`src/rtl/jtag_pkg.sv`:
```
package jtag_pkg;
   localparam int IR_W = 5;
   localparam int ID_W = 32;

   typedef enum logic [3:0] {
      S_TLR, S_RTI,
      S_SELDR, S_CAPDR, S_SHDR, S_EX1DR, S_PADR, S_EX2DR, S_UPDDR,
      S_SELIR, S_CAPIR, S_SHIR, S_EX1IR, S_PAIR, S_EX2IR, S_UPDIR
   } tap_st_t;

   localparam logic [IR_W-1:0] OP_IDCODE = 5'b00001;
   localparam logic [IR_W-1:0] OP_SAMPLE = 5'b00010;
   localparam logic [IR_W-1:0] OP_EXTEST = 5'b00100;
   localparam logic [IR_W-1:0] OP_TCTRL  = 5'b00110;
   localparam logic [IR_W-1:0] OP_HIGHZ  = 5'b01001;
   localparam logic [IR_W-1:0] OP_CLAMP  = 5'b01100;
   localparam logic [IR_W-1:0] OP_BYPASS = 5'b11111;
   localparam logic [IR_W-1:0] IR_CAPVAL = 5'b00001;

   typedef struct packed {
      logic sel_id;
      logic sel_tc;
      logic sel_bsr;
      logic sel_byp;
      logic tristate;
      logic clamp;
      logic frst;
   } dec_t;
endpackage

```
`src/rtl/jtag_tap_fsm.sv`:
```
module jtag_tap_fsm
   import jtag_pkg::*;
(
   input  logic    tck,
   input  logic    trst_n,
   input  logic    tms,
   output tap_st_t st
);
   tap_st_t nxt;

   always_comb begin
      unique case (st)
         S_TLR:   nxt = tms ? S_TLR   : S_RTI;
         S_RTI:   nxt = tms ? S_SELDR : S_RTI;
         S_SELDR: nxt = tms ? S_SELIR : S_CAPDR;
         S_CAPDR: nxt = tms ? S_EX1DR : S_SHDR;
         S_SHDR:  nxt = tms ? S_EX1DR : S_SHDR;
         S_EX1DR: nxt = tms ? S_UPDDR : S_PADR;
         S_PADR:  nxt = tms ? S_EX2DR : S_PADR;
         S_EX2DR: nxt = tms ? S_UPDDR : S_SHDR;
         S_UPDDR: nxt = tms ? S_SELDR : S_RTI;
         S_SELIR: nxt = tms ? S_TLR   : S_CAPIR;
         S_CAPIR: nxt = tms ? S_EX1IR : S_SHIR;
         S_SHIR:  nxt = tms ? S_EX1IR : S_SHIR;
         S_EX1IR: nxt = tms ? S_UPDIR : S_PAIR;
         S_PAIR:  nxt = tms ? S_EX2IR : S_PAIR;
         S_EX2IR: nxt = tms ? S_UPDIR : S_SHIR;
         S_UPDIR: nxt = tms ? S_SELDR : S_RTI;
         default: nxt = S_TLR;
      endcase
   end

   always_ff @(posedge tck or negedge trst_n) begin
      if (!trst_n) st <= S_TLR;
      else         st <= nxt;
   end
endmodule

```
`src/rtl/jtag_ir.sv`:
```
module jtag_ir
   import jtag_pkg::*;
(
   input  logic            tck,
   input  logic            trst_n,
   input  logic            tdi,
   input  tap_st_t         st,
   output logic [IR_W-1:0] ir_sr,
   output logic [IR_W-1:0] ir_q,
   output logic            ir_so,
   output dec_t            dec
);
   always_ff @(posedge tck or negedge trst_n) begin
      if (!trst_n)          ir_sr <= IR_CAPVAL;
      else if (st == S_CAPIR) ir_sr <= IR_CAPVAL;
      else if (st == S_SHIR)  ir_sr <= {tdi, ir_sr[IR_W-1:1]};
   end

   always_ff @(negedge tck or negedge trst_n) begin
      if (!trst_n)            ir_q <= OP_IDCODE;
      else if (st == S_TLR)   ir_q <= OP_IDCODE;
      else if (st == S_UPDIR) ir_q <= ir_sr;
   end

   assign ir_so = ir_sr[0];

   always_comb begin
      dec = '0;
      unique case (ir_q)
         OP_IDCODE: dec.sel_id  = 1'b1;
         OP_SAMPLE: dec.sel_bsr = 1'b1;
         OP_EXTEST: begin dec.sel_bsr = 1'b1; dec.frst = 1'b1; end
         OP_TCTRL:  dec.sel_tc  = 1'b1;
         OP_HIGHZ:  begin dec.sel_byp = 1'b1; dec.tristate = 1'b1; dec.frst = 1'b1; end
         OP_CLAMP:  begin dec.sel_byp = 1'b1; dec.clamp = 1'b1; dec.frst = 1'b1; end
         default:   dec.sel_byp = 1'b1;
      endcase
   end
endmodule

```
`src/rtl/jtag_dr_path.sv`:
```
module jtag_dr_path
   import jtag_pkg::*;
#(
   parameter logic [ID_W-1:0] ID_VALUE   = 32'h0BAD_F00E,
   parameter int              TC_W       = 8,
   parameter bit              TC_CAP_LIVE = 1'b1
) (
   input  logic            tck,
   input  logic            trst_n,
   input  logic            tdi,
   input  tap_st_t         st,
   input  dec_t            dec,
   input  logic            bsr_so,
   output logic            dr_so,
   output logic [TC_W-1:0] test_ctrl
);
   localparam logic [ID_W-1:0] ID_CAP = ID_VALUE | {{(ID_W-1){1'b0}}, 1'b1};

   logic [ID_W-1:0] id_sr;
   logic            byp_sr;
   logic [TC_W-1:0] tc_sr;
   logic [TC_W-1:0] tc_cap;

   wire cap = (st == S_CAPDR);
   wire sh  = (st == S_SHDR);

   generate
      if (TC_CAP_LIVE) begin : g_cap_live
         assign tc_cap = test_ctrl;
      end else begin : g_cap_zero
         assign tc_cap = '0;
      end
   endgenerate

   always_ff @(posedge tck or negedge trst_n) begin
      if (!trst_n)                id_sr <= ID_CAP;
      else if (cap && dec.sel_id) id_sr <= ID_CAP;
      else if (sh && dec.sel_id)  id_sr <= {tdi, id_sr[ID_W-1:1]};
   end

   always_ff @(posedge tck or negedge trst_n) begin
      if (!trst_n)                 byp_sr <= 1'b0;
      else if (cap && dec.sel_byp) byp_sr <= 1'b0;
      else if (sh && dec.sel_byp)  byp_sr <= tdi;
   end

   generate
      if (TC_W == 1) begin : g_tc_one
         always_ff @(posedge tck or negedge trst_n) begin
            if (!trst_n)                tc_sr <= '0;
            else if (cap && dec.sel_tc) tc_sr <= tc_cap;
            else if (sh && dec.sel_tc)  tc_sr <= tdi;
         end
      end else begin : g_tc_wide
         always_ff @(posedge tck or negedge trst_n) begin
            if (!trst_n)                tc_sr <= '0;
            else if (cap && dec.sel_tc) tc_sr <= tc_cap;
            else if (sh && dec.sel_tc)  tc_sr <= {tdi, tc_sr[TC_W-1:1]};
         end
      end
   endgenerate

   always_ff @(negedge tck or negedge trst_n) begin
      if (!trst_n)                            test_ctrl <= '0;
      else if (st == S_TLR)                   test_ctrl <= '0;
      else if (st == S_UPDDR && dec.sel_tc)   test_ctrl <= tc_sr;
   end

   always_comb begin
      if (dec.sel_id)       dr_so = id_sr[0];
      else if (dec.sel_tc)  dr_so = tc_sr[0];
      else if (dec.sel_bsr) dr_so = bsr_so;
      else                  dr_so = byp_sr;
   end
endmodule

```
`src/rtl/jtag_tap_core.sv`:
```
module jtag_tap_core
   import jtag_pkg::*;
#(
   parameter logic [31:0] ID_VALUE    = 32'h0BAD_F00E,
   parameter int          TC_W        = 8,
   parameter bit          TC_CAP_LIVE = 1'b1
) (
   input  logic            tck,
   input  logic            trst_n,
   input  logic            tms,
   input  logic            tdi,
   input  logic            bsr_so,
   output logic            tdo,
   output logic            tdo_oe,
   output logic            sel_bscan,
   output logic            tristate_all,
   output logic            clamp_out,
   output logic            func_rst_req,
   output logic            bsr_capture,
   output logic            bsr_shift,
   output logic            bsr_update,
   output logic [TC_W-1:0] test_ctrl
);
   generate
      if (TC_W < 1 || TC_W > 32) begin : g_bad_tcw
         $error("jtag_tap_core: TC_W must lie in 1..32");
      end
   endgenerate

   tap_st_t         st;
   logic [IR_W-1:0] ir_sr;
   logic [IR_W-1:0] ir_q;
   logic            ir_so;
   logic            dr_so;
   dec_t            dec;

   jtag_tap_fsm u_fsm (.tck(tck), .trst_n(trst_n), .tms(tms), .st(st));

   jtag_ir u_ir (
      .tck(tck), .trst_n(trst_n), .tdi(tdi), .st(st),
      .ir_sr(ir_sr), .ir_q(ir_q), .ir_so(ir_so), .dec(dec)
   );

   jtag_dr_path #(.ID_VALUE(ID_VALUE), .TC_W(TC_W), .TC_CAP_LIVE(TC_CAP_LIVE)) u_dr (
      .tck(tck), .trst_n(trst_n), .tdi(tdi), .st(st), .dec(dec),
      .bsr_so(bsr_so), .dr_so(dr_so), .test_ctrl(test_ctrl)
   );

   always_ff @(negedge tck or negedge trst_n) begin
      if (!trst_n) begin
         tdo    <= 1'b0;
         tdo_oe <= 1'b0;
      end else begin
         tdo    <= (st == S_SHIR) ? ir_so : dr_so;
         tdo_oe <= (st == S_SHIR) || (st == S_SHDR);
      end
   end

   assign sel_bscan    = dec.sel_bsr;
   assign tristate_all = dec.tristate;
   assign clamp_out    = dec.clamp;
   assign func_rst_req = dec.frst;
   assign bsr_capture  = dec.sel_bsr && (st == S_CAPDR);
   assign bsr_shift    = dec.sel_bsr && (st == S_SHDR);
   assign bsr_update   = dec.sel_bsr && (st == S_UPDDR);
endmodule

```
`config.mk`:
```
export PLATFORM = sky130hd
export DESIGN_NAME = jtag_tap_core
export DESIGN_NICKNAME = d
export VERILOG_FILES = /design/src/rtl/jtag_pkg.sv /design/src/rtl/jtag_tap_fsm.sv /design/src/rtl/jtag_ir.sv /design/src/rtl/jtag_dr_path.sv /design/src/rtl/jtag_tap_core.sv
export SDC_FILE = /design/constraint.sdc
export NUM_CORES = 1
export LEC_CHECK = 0
export BUFFER_PORTS_ARGS = -buffer_cell sky130_fd_sc_hd__buf_2
export CORE_MARGIN = 2
export CORE_UTILIZATION = 60
export CTS_CLUSTER_DIAMETER = 100
export DETAILED_ROUTE_END_ITERATION = 8
export GPL_TIMING_DRIVEN = 0
export PLACE_DENSITY = 0.9
export SETUP_SLACK_MARGIN = 0.2
export SLEW_MARGIN = 20
export SYNTH_ARGS = -nofsm -noshare
export SYNTH_HDL_FRONTEND = slang
export SYNTH_SLANG_ARGS = --single-unit
```
`constraint.sdc`:
```
create_clock -name tck -period 2.2 [get_ports tck]
set_clock_uncertainty 0.1 [all_clocks]
set_input_delay 0.11 -clock tck [delete_from_list [all_inputs] [get_ports tck]]
set_output_delay 0.11 -clock tck [all_outputs]
set_load 0.05 [all_outputs]
```
==> impl_metrics.toml, run 1 <==
[synthesis]
synth_cell_types = 45
syn_inst = 319
muxShareOfSynthArea_pct = 14.88
synth_enable_flop_cells = 0
synth.area.top_cells = "dfrtp_1, dfstp_2, dfrtn_1"
synthXorXnorAreaFrac_pct = 0.8159
ys_seq_elements = 65
syn_area_um2 = 3221
synth_nets = 324
syn_area_per_cell_um2 = 10.10
synth_top_area_share_pct = 25.64
ys_seq_area_share_pct = 51.20
ys_async_sr_fraction_pct = 100.0
synth_fa_ha_area_share_pct = 0
synth_top_family_by_area = "simple AND/OR/NAND/NOR gates"
synthSimpleGateAreaFrac_pct = 17.40
synth_top_flop_cell = "dfrtp_1"
synth_compound_area_share_pct = 9.557
yosysTopAreaCell = "dfrtp_1"
ys_warn_count = 0

[detailed_routing]
drt_iter0_drc = 352
routed_wl_um = 13220
ant_nets = 0
firstDrtPassIters = 6
drc_errors = 0
wl_per_cell_um = 26.75
vias_per_cell = 6.605
vias = 3263

[grt]
grt-ovfl-total = 0
grt_max_degree = 48
grt_use_total_pct = 36.00
grt_pass1_vias = 3050
grt_pass1_wl_um = 16150
antenna_found_initial = 0

[setup_path]
cp.depth = 6
crit_fanout = 6
required_ps = 2350
slowest_delay_ps = 610
startpoint_type = "flip-flop"
r2r_cells = 6
criticalPathCategory = "flip-flop to flip-flop"
critical-path-top-delay-family = "flip-flops"
crit_path_end_kind = "flip-flop"
crit_arrival_ps = 3280
rr_startpoint = "u_ir.ir_q[0]"
r2r-end = "u_dr.id_sr[20]"
rrSetupSlack_ps = -930
path_buf_inv = 3
cpMaxStageDelayCell = "dfstp_2"
crit_chain = "nand2_2 -> or3b_4 -> buf_6 -> buf_4 -> buf_12 -> mux2i_1"

[clock_tree]
cts_tree = "built"
ctsLongestPathBuffers = 2
cts-root-buf = "clkbuf_8"
clkLatencyLatePin_ps = 420
clock-sinks = 65
cts_buffers = 9
htree_num_levels = 3
path_clk_slew_ps = 90

[run]
cap_viol_max_count = 0

[placed_design]
place_area_um2 = 3598
post-dp-hpwl_um = 4376
place_ws_ps = -750.9
place.gp.congestion = 0.8118
numPortBuffers = 20

[layout]
final_nets = 424
multi_input_area_um2 = 1719
mostFrequentLayoutCell = "buf_4"
fillers = 133
fin_area_um2 = 4856
antenna_cells = 0
area_growth_pct = 50.78
regArea_um2 = 1649
layout_common_cells = "buf_4, nand2_1, buf_6"
drive_gt1_share_pct = 52.36

[timing]
fin_setup_tns_ps = -44900
slew_headroom_pct = 61.57
setup_ws_ps = -934.4
finalHoldViolations = 0
hold_ws_ps = 75.13
worstMarginPinSlew_ps = 576.4
rsz0062_at_grt = "true"
setup_violations = 73
drv_slew = 0

[hold_path]
hp-class = "input pin to asynchronous set/reset pin"

[pwr]
p_total_uw = 6120
powerDensity_nw_per_um2 = 1260
leakage_uw = 0.002455
ir_worst_vdd_uv = 1066

[floorplan]
core-area_um2 = 5140
die-area_um2 = 5970
die_y_um = 77.27
start_util_pct = 62.66
die_w_um = 77.27
io_pins = 22
rows = 26

[run_status]
run_status = "finished, violations left"
violations = "setup timing"
[kinds of logic (layout without fill, tap and decap cells)]
family | Yosys count | in the layout
buffers and inverters | 42 | 147
AO/OA/AOI/OAI | 52 | 52
multiplexers | 40 | 40
XOR/XNOR | 3 | 3
flip-flops | 65 | 65
AND/OR/NAND/NOR | 117 | 117
[flip-flops by register name, indices dropped and copies added (netlist names), 4 cells and up]
register and count:
u_dr.id_sr 32, u_dr.tc_sr 8, u_dr.test_ctrl 8, u_ir.ir_q 5, u_ir.ir_sr 5, u_fsm.st 4
[metal layers]
layer | routed length, um | up-vias | global-route usage [%]
met5 | 0 | - | 0
met1 | 4680 | 1572 | 43.63
met3 | 1343 | 97 | 8.824
li1 | - | 1272 | -
met2 | 6134 | 322 | 60.17
met4 | 1058 | 0 | 17.32
[final cells by class]
class	count	share of cell area [%]
clock inverters	4	0.5153
repair buffers	89	18.14
inverters	19	1.598
multi-input cells	212	35.40
well taps	70	1.804
clock buffers	13	3.710
flip-flops and latches	65	33.96
plain buffers	22	4.870
[through the flow]
stage                     util, %  std cells
after floorplan                 -        319
after global placement      69.43        409
after detailed placement    70.01        410
after CTS                   88.15        477
after global routing        94.47        494
final                       94.47        494
[worst max-delay path by stage]
stage / endpoint / from
after floorplan: u_dr.id_sr[12] / u_ir.ir_q[1]
after global placement: u_dr.id_sr[16] / u_ir.ir_q[3]
after detailed placement: u_dr.id_sr[19] / u_ir.ir_q[3]
after CTS: u_dr.id_sr[13] / u_ir.ir_q[0]
after global routing: u_dr.id_sr[20] / u_ir.ir_q[0]
final: u_dr.id_sr[20] / u_ir.ir_q[0]
[where the power goes]
part	internal [uW]	total (uW)	switching [uW]	leakage [uW]
clock	543	1080	532	0.000106
sequential	1640	1890	249	0.000815
combinational	1540	3150	1620	0.00153
[worst register-to-register path, stage by stage (launching register included)]
cell	delay, ps
dfstp_2	610
nand2_2	110
or3b_4	400
buf_6	160
buf_4	140
buf_12	130
mux2i_1	230
[synthesized netlist by cell type (all sizes together) (2+ instances only)]
master   n
o21ai   23
clkbuf  11
nand2b  14
mux2    18
o22ai    5
and4     2
inv     20
dfrtn   14
nand3b   2
dfrtp   33
nor2b    2
and3     2
o211ai   2
o221ai   3
dfstp   18
mux2i   22
a21boi   3
xor2     2
buf     11
nor3b    2
a21oi   10
nand2   63
nor3     3
nor2    14
nand3    4
and3b    2
a211oi   2
[repair_timing]
action                                 in CTS  in global routing
setup endpoints to repair                  73                 73
hold buffers                                2                  0
endpoints found under the hold margin      35                  0
gates cloned                                3                  0
resized for setup                          87                 57
pin swaps                                  21                 16
buffers inserted                           46                 17
Power figures use the tool's default switching activity.
==> run 2, diff against run 1 <==
--- a/config.mk
+++ b/config.mk
@@ -11,7 +11,7 @@
 export CTS_CLUSTER_DIAMETER = 100
 export DETAILED_ROUTE_END_ITERATION = 8
 export GPL_TIMING_DRIVEN = 0
-export PLACE_DENSITY = 0.9
+export PLACE_DENSITY = 0.84
 export SETUP_SLACK_MARGIN = 0.2
 export SLEW_MARGIN = 20
 export SYNTH_ARGS = -nofsm -noshare
==> run 2 against run 1 <==
The flow still finishes with violations (setup timing); flip-flop and latch count did not move; clock power is 5% higher; critical path type unchanged; core utilization rose by 0.46 points; cell count rose by 0.40%; first-iteration DRC count rose by 11%; hold slack better by 120 ps; non-clock buffer count rose by 2; routed wire length is 2.8% higher.
==> impl_metrics.toml, run 2 (synthesis results as in run 1) <==
[grt]
antenna_found_initial = 0
grt-ovfl-total = 0
grt_pass1_wl_um = 15970
grt_use_total_pct = 34.94
grt_max_degree = 34
grt_pass1_vias = 3078

[layout]
multi_input_area_um2 = 1744
final_nets = 426
largest_reg_flops = 32
fin_area_um2 = 4880
regArea_um2 = 1649
layout_common_cells = "buf_4, nand2_1, buf_6"
antenna_cells = 0
fillers = 117
top_regs = "u_dr.id_sr: 32 flops, u_dr.tc_sr: 8 flops, u_dr.test_ctrl: 8 flops"
drive_gt1_share_pct = 52.58
mostFrequentLayoutCell = "buf_4"
regMostFlops = "u_dr.id_sr"
area_growth_pct = 51.52

[detailed_routing]
firstDrtPassIters = 5
vias_per_cell = 6.740
wl_per_cell_um = 27.39
drc_errors = 0
routed_wl_um = 13590
vias = 3343
ant_nets = 0
drt_iter0_drc = 392

[pwr]
comb_power_share_pct = 50.4
power.share.switching_pct = 39.10
p_total_uw = 6125
pwr-share-clk_pct = 18.4
p_int_uw = 3730
p_seq_share_pct = 31.2
p_switching_uw = 2395
leakage_uw = 0.002489
powerDensity_nw_per_um2 = 1255
ir_worst_vdd_uv = 957.4

[clock_tree]
htree_num_levels = 3
cts-root-buf = "clkbuf_8"
cts_buffers = 9
clock-sinks = 65
path_clk_slew_ps = 80
clkLatencyLatePin_ps = 390
cts_tree = "built"
ctsLongestPathBuffers = 2

[setup_path]
rrSetupSlack_ps = -780
crit_fanout = 10
criticalPathCategory = "flip-flop to flip-flop"
crit_path_end_kind = "flip-flop"
crit_arrival_ps = 3130
rr_startpoint = "u_ir.ir_q[1]"
r2r_cells = 7
required_ps = 2350
startpoint_type = "flip-flop"
r2r-end = "u_dr.id_sr[9]"

[timing]
setup_violations = 73
drv_slew = 0
setup_ws_ps = -775.9
rsz0062_at_grt = "true"
slew_headroom_pct = 58.64
finalHoldViolations = 0
worstMarginPinSlew_ps = 617.6

[floorplan]
die-area_um2 = 5970
die_w_um = 77.27
start_util_pct = 62.66
io_pins = 22
rows = 26
die_y_um = 77.27
core-area_um2 = 5140

[placed_design]
post-dp-hpwl_um = 4169
place.gp.congestion = 0.8354
numPortBuffers = 20
place_area_um2 = 3571

[hold_path]
hp-start = "tms"
min_to = "u_fsm.st[0]"
min_path_cells = 2
hp-class = "input pin to flip-flop"

[run_status]
run_status = "finished, violations left"
violations = "setup timing"

[run]
cap_viol_max_count = 0
==> run 2: changes by cell type in the layout (fill, tap and decap cells not counted), moves of 2 or more <==
cell and change:
buf_12 -2, buf_4 +2, clkbuf_8 +3, nand2_2 -5, nand2_4 +4
==> run 2: critical path, cell delays in order (launching register included) <==
cell and delay (ps):
dfrtn_1 350, buf_6 140, nor2_4 130, nand2_2 70, or3b_1 380, buf_6 170, buf_4 200, mux2i_1 250
==> run 2: stage by stage <==
stage	TNS (ps)	instances	hold WS [ps]	utilization, %	worst slack (ps)
5_1_grt	-42630	496	184.9	94.94	-804.3
4_1_cts	-34180	478	116.5	88.24	-683.8
3_3_place_gp	-37780	409	299.3	69.43	-711.1
6_report	-41450	496	197.1	94.94	-775.9
3_5_place_dp	-35580	409	144.5	69.47	-747.9
2_1_floorplan	-28710	319	-285.6	-	-649.2
==> run 2: worst max path at each step <==
stage / startpoint / endpoint / slack, ps
after floorplan: u_ir.ir_q[1] / u_dr.id_sr[12] / -650
after global placement: u_ir.ir_q[3] / u_dr.id_sr[14] / -710
after detailed placement: u_ir.ir_q[3] / u_dr.id_sr[1] / -750
after CTS: u_ir.ir_q[2] / u_dr.id_sr[21] / -680
after global routing: u_ir.ir_q[3] / bsr_update / -800
final: u_ir.ir_q[1] / u_dr.id_sr[9] / -780
==> run 2: power by group through the flow <==
stage          logic (uW)  registers (uW)  clock network [uW]
2_1_floorplan        1610            1830                5.69
3_3_place_gp         1910            1820                5.69
3_5_place_dp         1970            1830                5.69
4_1_cts              2450            1810                1070
5_1_grt              3170            1910                1160
6_report             3090            1910                1130
==> run 2: cell type report <==
class | count | share of cell area, %
clock inverters | 3 | 0.7949
clock buffers | 14 | 3.538
flip-flops and latches | 65 | 33.79
plain buffers | 22 | 4.769
multi-input cells | 212 | 35.74
repair buffers | 91 | 17.92
inverters | 19 | 1.641
well taps | 70 | 1.795
==> run 2: metal layers <==
layer	vias up	GRT usage, %	wire (um)
met4	0	13.39	1024
met5	-	1.818	0
met2	352	58.09	6425
li1	1280	-	-
met3	111	6.824	1451
met1	1600	45.16	4684
==> run 2: what timing repair did <==
action	4_1_cts	5_1_grt
gates cloned	3	0
gates resized for setup	98	51
setup endpoints to repair	73	73
buffers inserted	47	18
endpoints found under the hold margin	34	0
hold buffers	3	0
pin swaps	25	19
==> run 3, diff against run 2 <==
==> constraint.sdc (replaced) <==
create_clock -name tck -period 2.81 [get_ports tck]
set_clock_uncertainty 0.1 [all_clocks]
set_input_delay 0.1405 -clock tck [delete_from_list [all_inputs] [get_ports tck]]
set_output_delay 0.1405 -clock tck [all_outputs]
set_load 0.05 [all_outputs]
==> run 3 against run 2 <==
The flow still finishes with violations (setup timing); global-route usage fell by 1.5 points; hold slack got worse by 78 ps; cell area fell by 2.0%; combinational power fell by 27%; highest routed layer unchanged; via count fell by 6.8%; non-clock buffer count fell by 9; sequential power fell by 23%; first-iteration DRC count fell by 15%; clock power fell by 9.7%; core utilization fell by 1.9 points.
==> impl_metrics.toml, run 3 (synthesis results as in run 1) <==
[setup_path]
crit_fanout = 7
crit_chain = "nand2_2 -> or3b_4 -> buf_12 -> clkbuf_16 -> mux2_4"
crit_path_end_kind = "flip-flop"
crit_arrival_ps = 3520
startpoint_type = "flip-flop"
required_ps = 2990
critical-path-top-delay-family = "flip-flops"
path_buf_inv = 2
cpMaxStageDelayCell = "dfstp_2"
criticalPathCategory = "flip-flop to flip-flop"
slowest_delay_ps = 620

[timing]
slew_headroom_pct = 54.10
rsz0062_at_grt = "true"
setup_violations = 62
worstMarginPinSlew_ps = 682.3
finalHoldViolations = 0
drv_slew = 0
setup_ws_ps = -526.3

[clock_tree]
clock-sinks = 65
cts-root-buf = "clkbuf_8"
cts_tree = "built"
htree_num_levels = 3
clkLatencyLatePin_ps = 410
path_clk_slew_ps = 80
cts_buffers = 9
ctsLongestPathBuffers = 2

[pwr]
comb_power_share_pct = 47.7
pwr-share-clk_pct = 21.5
power.share.switching_pct = 36.33
ir_worst_vdd_uv = 813.2
p_switching_uw = 1729
p_int_uw = 3031
powerDensity_nw_per_um2 = 995.7
leakage_uw = 0.002368
p_seq_share_pct = 30.8

[placed_design]
place.gp.congestion = 0.8407
place_area_um2 = 3571
place_ws_ps = -427.0
numPortBuffers = 20
dp.cells = 410
post-dp-hpwl_um = 4317

[floorplan]
start_util_pct = 62.66
die_y_um = 77.27
core-area_um2 = 5140
die-area_um2 = 5970
rows = 26
die_w_um = 77.27
io_pins = 22

[layout]
regMostFlops = "u_dr.id_sr"
fin_area_um2 = 4781
fillers = 155
utilization_pct = 93.01
antenna_cells = 0
drive_gt1_share_pct = 49.88
largest_reg_flops = 32
final_nets = 417
top_regs = "u_dr.id_sr: 32 flops, u_dr.tc_sr: 8 flops, u_dr.test_ctrl: 8 flops"
area_growth_pct = 48.45
layout_common_cells = "nand2_1, buf_4, dfrtp_1"
fin_cells = 487

[detailed_routing]
ant_nets = 0
wl_per_cell_um = 23.80
vias = 3116
drc_errors = 0
vias_per_cell = 6.398
routed_wl_um = 11590
drt_iter0_drc = 333
firstDrtPassIters = 5

[hold_path]
hp-class = "input pin to asynchronous set/reset pin"

[run_status]
violations = "setup timing"
run_status = "finished, violations left"

[grt]
grt_max_degree = 45
grt-ovfl-total = 0
grt_pass1_vias = 2897
grt_use_total_pct = 33.48
antenna_found_initial = 0
grt_pass1_wl_um = 15060

[run]
cap_viol_max_count = 0
## run 3: cell count changes in the layout (fill, tap and decap cells not counted), sizes merged
cell      before  now
clkbuf        24   20
buf          101   92
clkinvlp       1    2
bufinv         1    3
clkinv         1    2
## run 3: final timing paths
path | slack (ps) | cells past startpoint | end | start
min reg2reg | 430 | 1 | u_dr.id_sr[31] | u_dr.id_sr[31]
min in group tck | 160 | 2 | u_fsm.st[0] | tms
max | -530 | 5 | u_dr.id_sr[12] | u_ir.ir_q[0]
min | 120 | 2 | u_dr.byp_sr | trst_n
max in group asynchronous | 620 | 3 | u_dr.test_ctrl[3] | trst_n
max reg2reg | -530 | 5 | u_dr.id_sr[12] | u_ir.ir_q[0]
## run 3: worst reg2reg max path, delay by kind of cell, from the launching register on
| kind | cells | cell delay, ps |
|---|---|---|
| buffers and inverters | 2 | 320 |
| flip-flops | 1 | 620 |
| multiplexers | 1 | 300 |
| AND/OR/NAND/NOR | 2 | 470 |
## run 3: per-layer routing
metal	track usage, %	part of all wire [%]	vias to the layer above	wire, um
met4	14.82	6.0	0	693
li1	-	-	1257	-
met1	42.44	36	1552	4208
met2	54.96	50	231	5788
met5	0	0	-	0
met3	7.647	7.8	76	899
## run 3: final cells by class
type	instances	area, um^2	share of cell area (%)
Multi-Input combinational cell	212	1688	35.30
Sequential cell	65	1649	34.49
Tap cell	70	87.58	1.832
Clock inverter	7	108.9	2.277
Inverter	19	77.57	1.623
Buffer	22	229.0	4.789
Clock buffer	10	137.6	2.879
Timing Repair Buffer	82	803.3	16.80
## run 3: power groups by stage
stage	sequential, uW	clock, uW	combinational, uW
after floorplan	1430	4.45	1240
after detailed placement	1430	4.45	1530
after global placement	1420	4.45	1470
after global routing	1470	1060	2380
final	1470	1020	2270
after CTS	1420	986	1870
## run 3: per-stage QoR
stage	power (uW)	setup TNS (ps)	hold WS, ps
floorplan	2673	-10410	-255.1
global placement	2900	-16270	320.6
detailed placement	2964	-16310	-53.16
CTS	4277	-16770	116.5
global route	4908	-24210	166.8
finish	4760	-22470	119.1
## run 3: what timing repair did
| item | CTS | global route |
|---|---|---|
| hold buffers | 2 | 0 |
| buffers inserted | 41 | 14 |
| gates resized for setup | 82 | 49 |
| cloned | 3 | 1 |
| endpoints found under the setup margin | 73 | 70 |
| pin swaps | 16 | 14 |
| hold endpoints to repair | 37 | 0 |
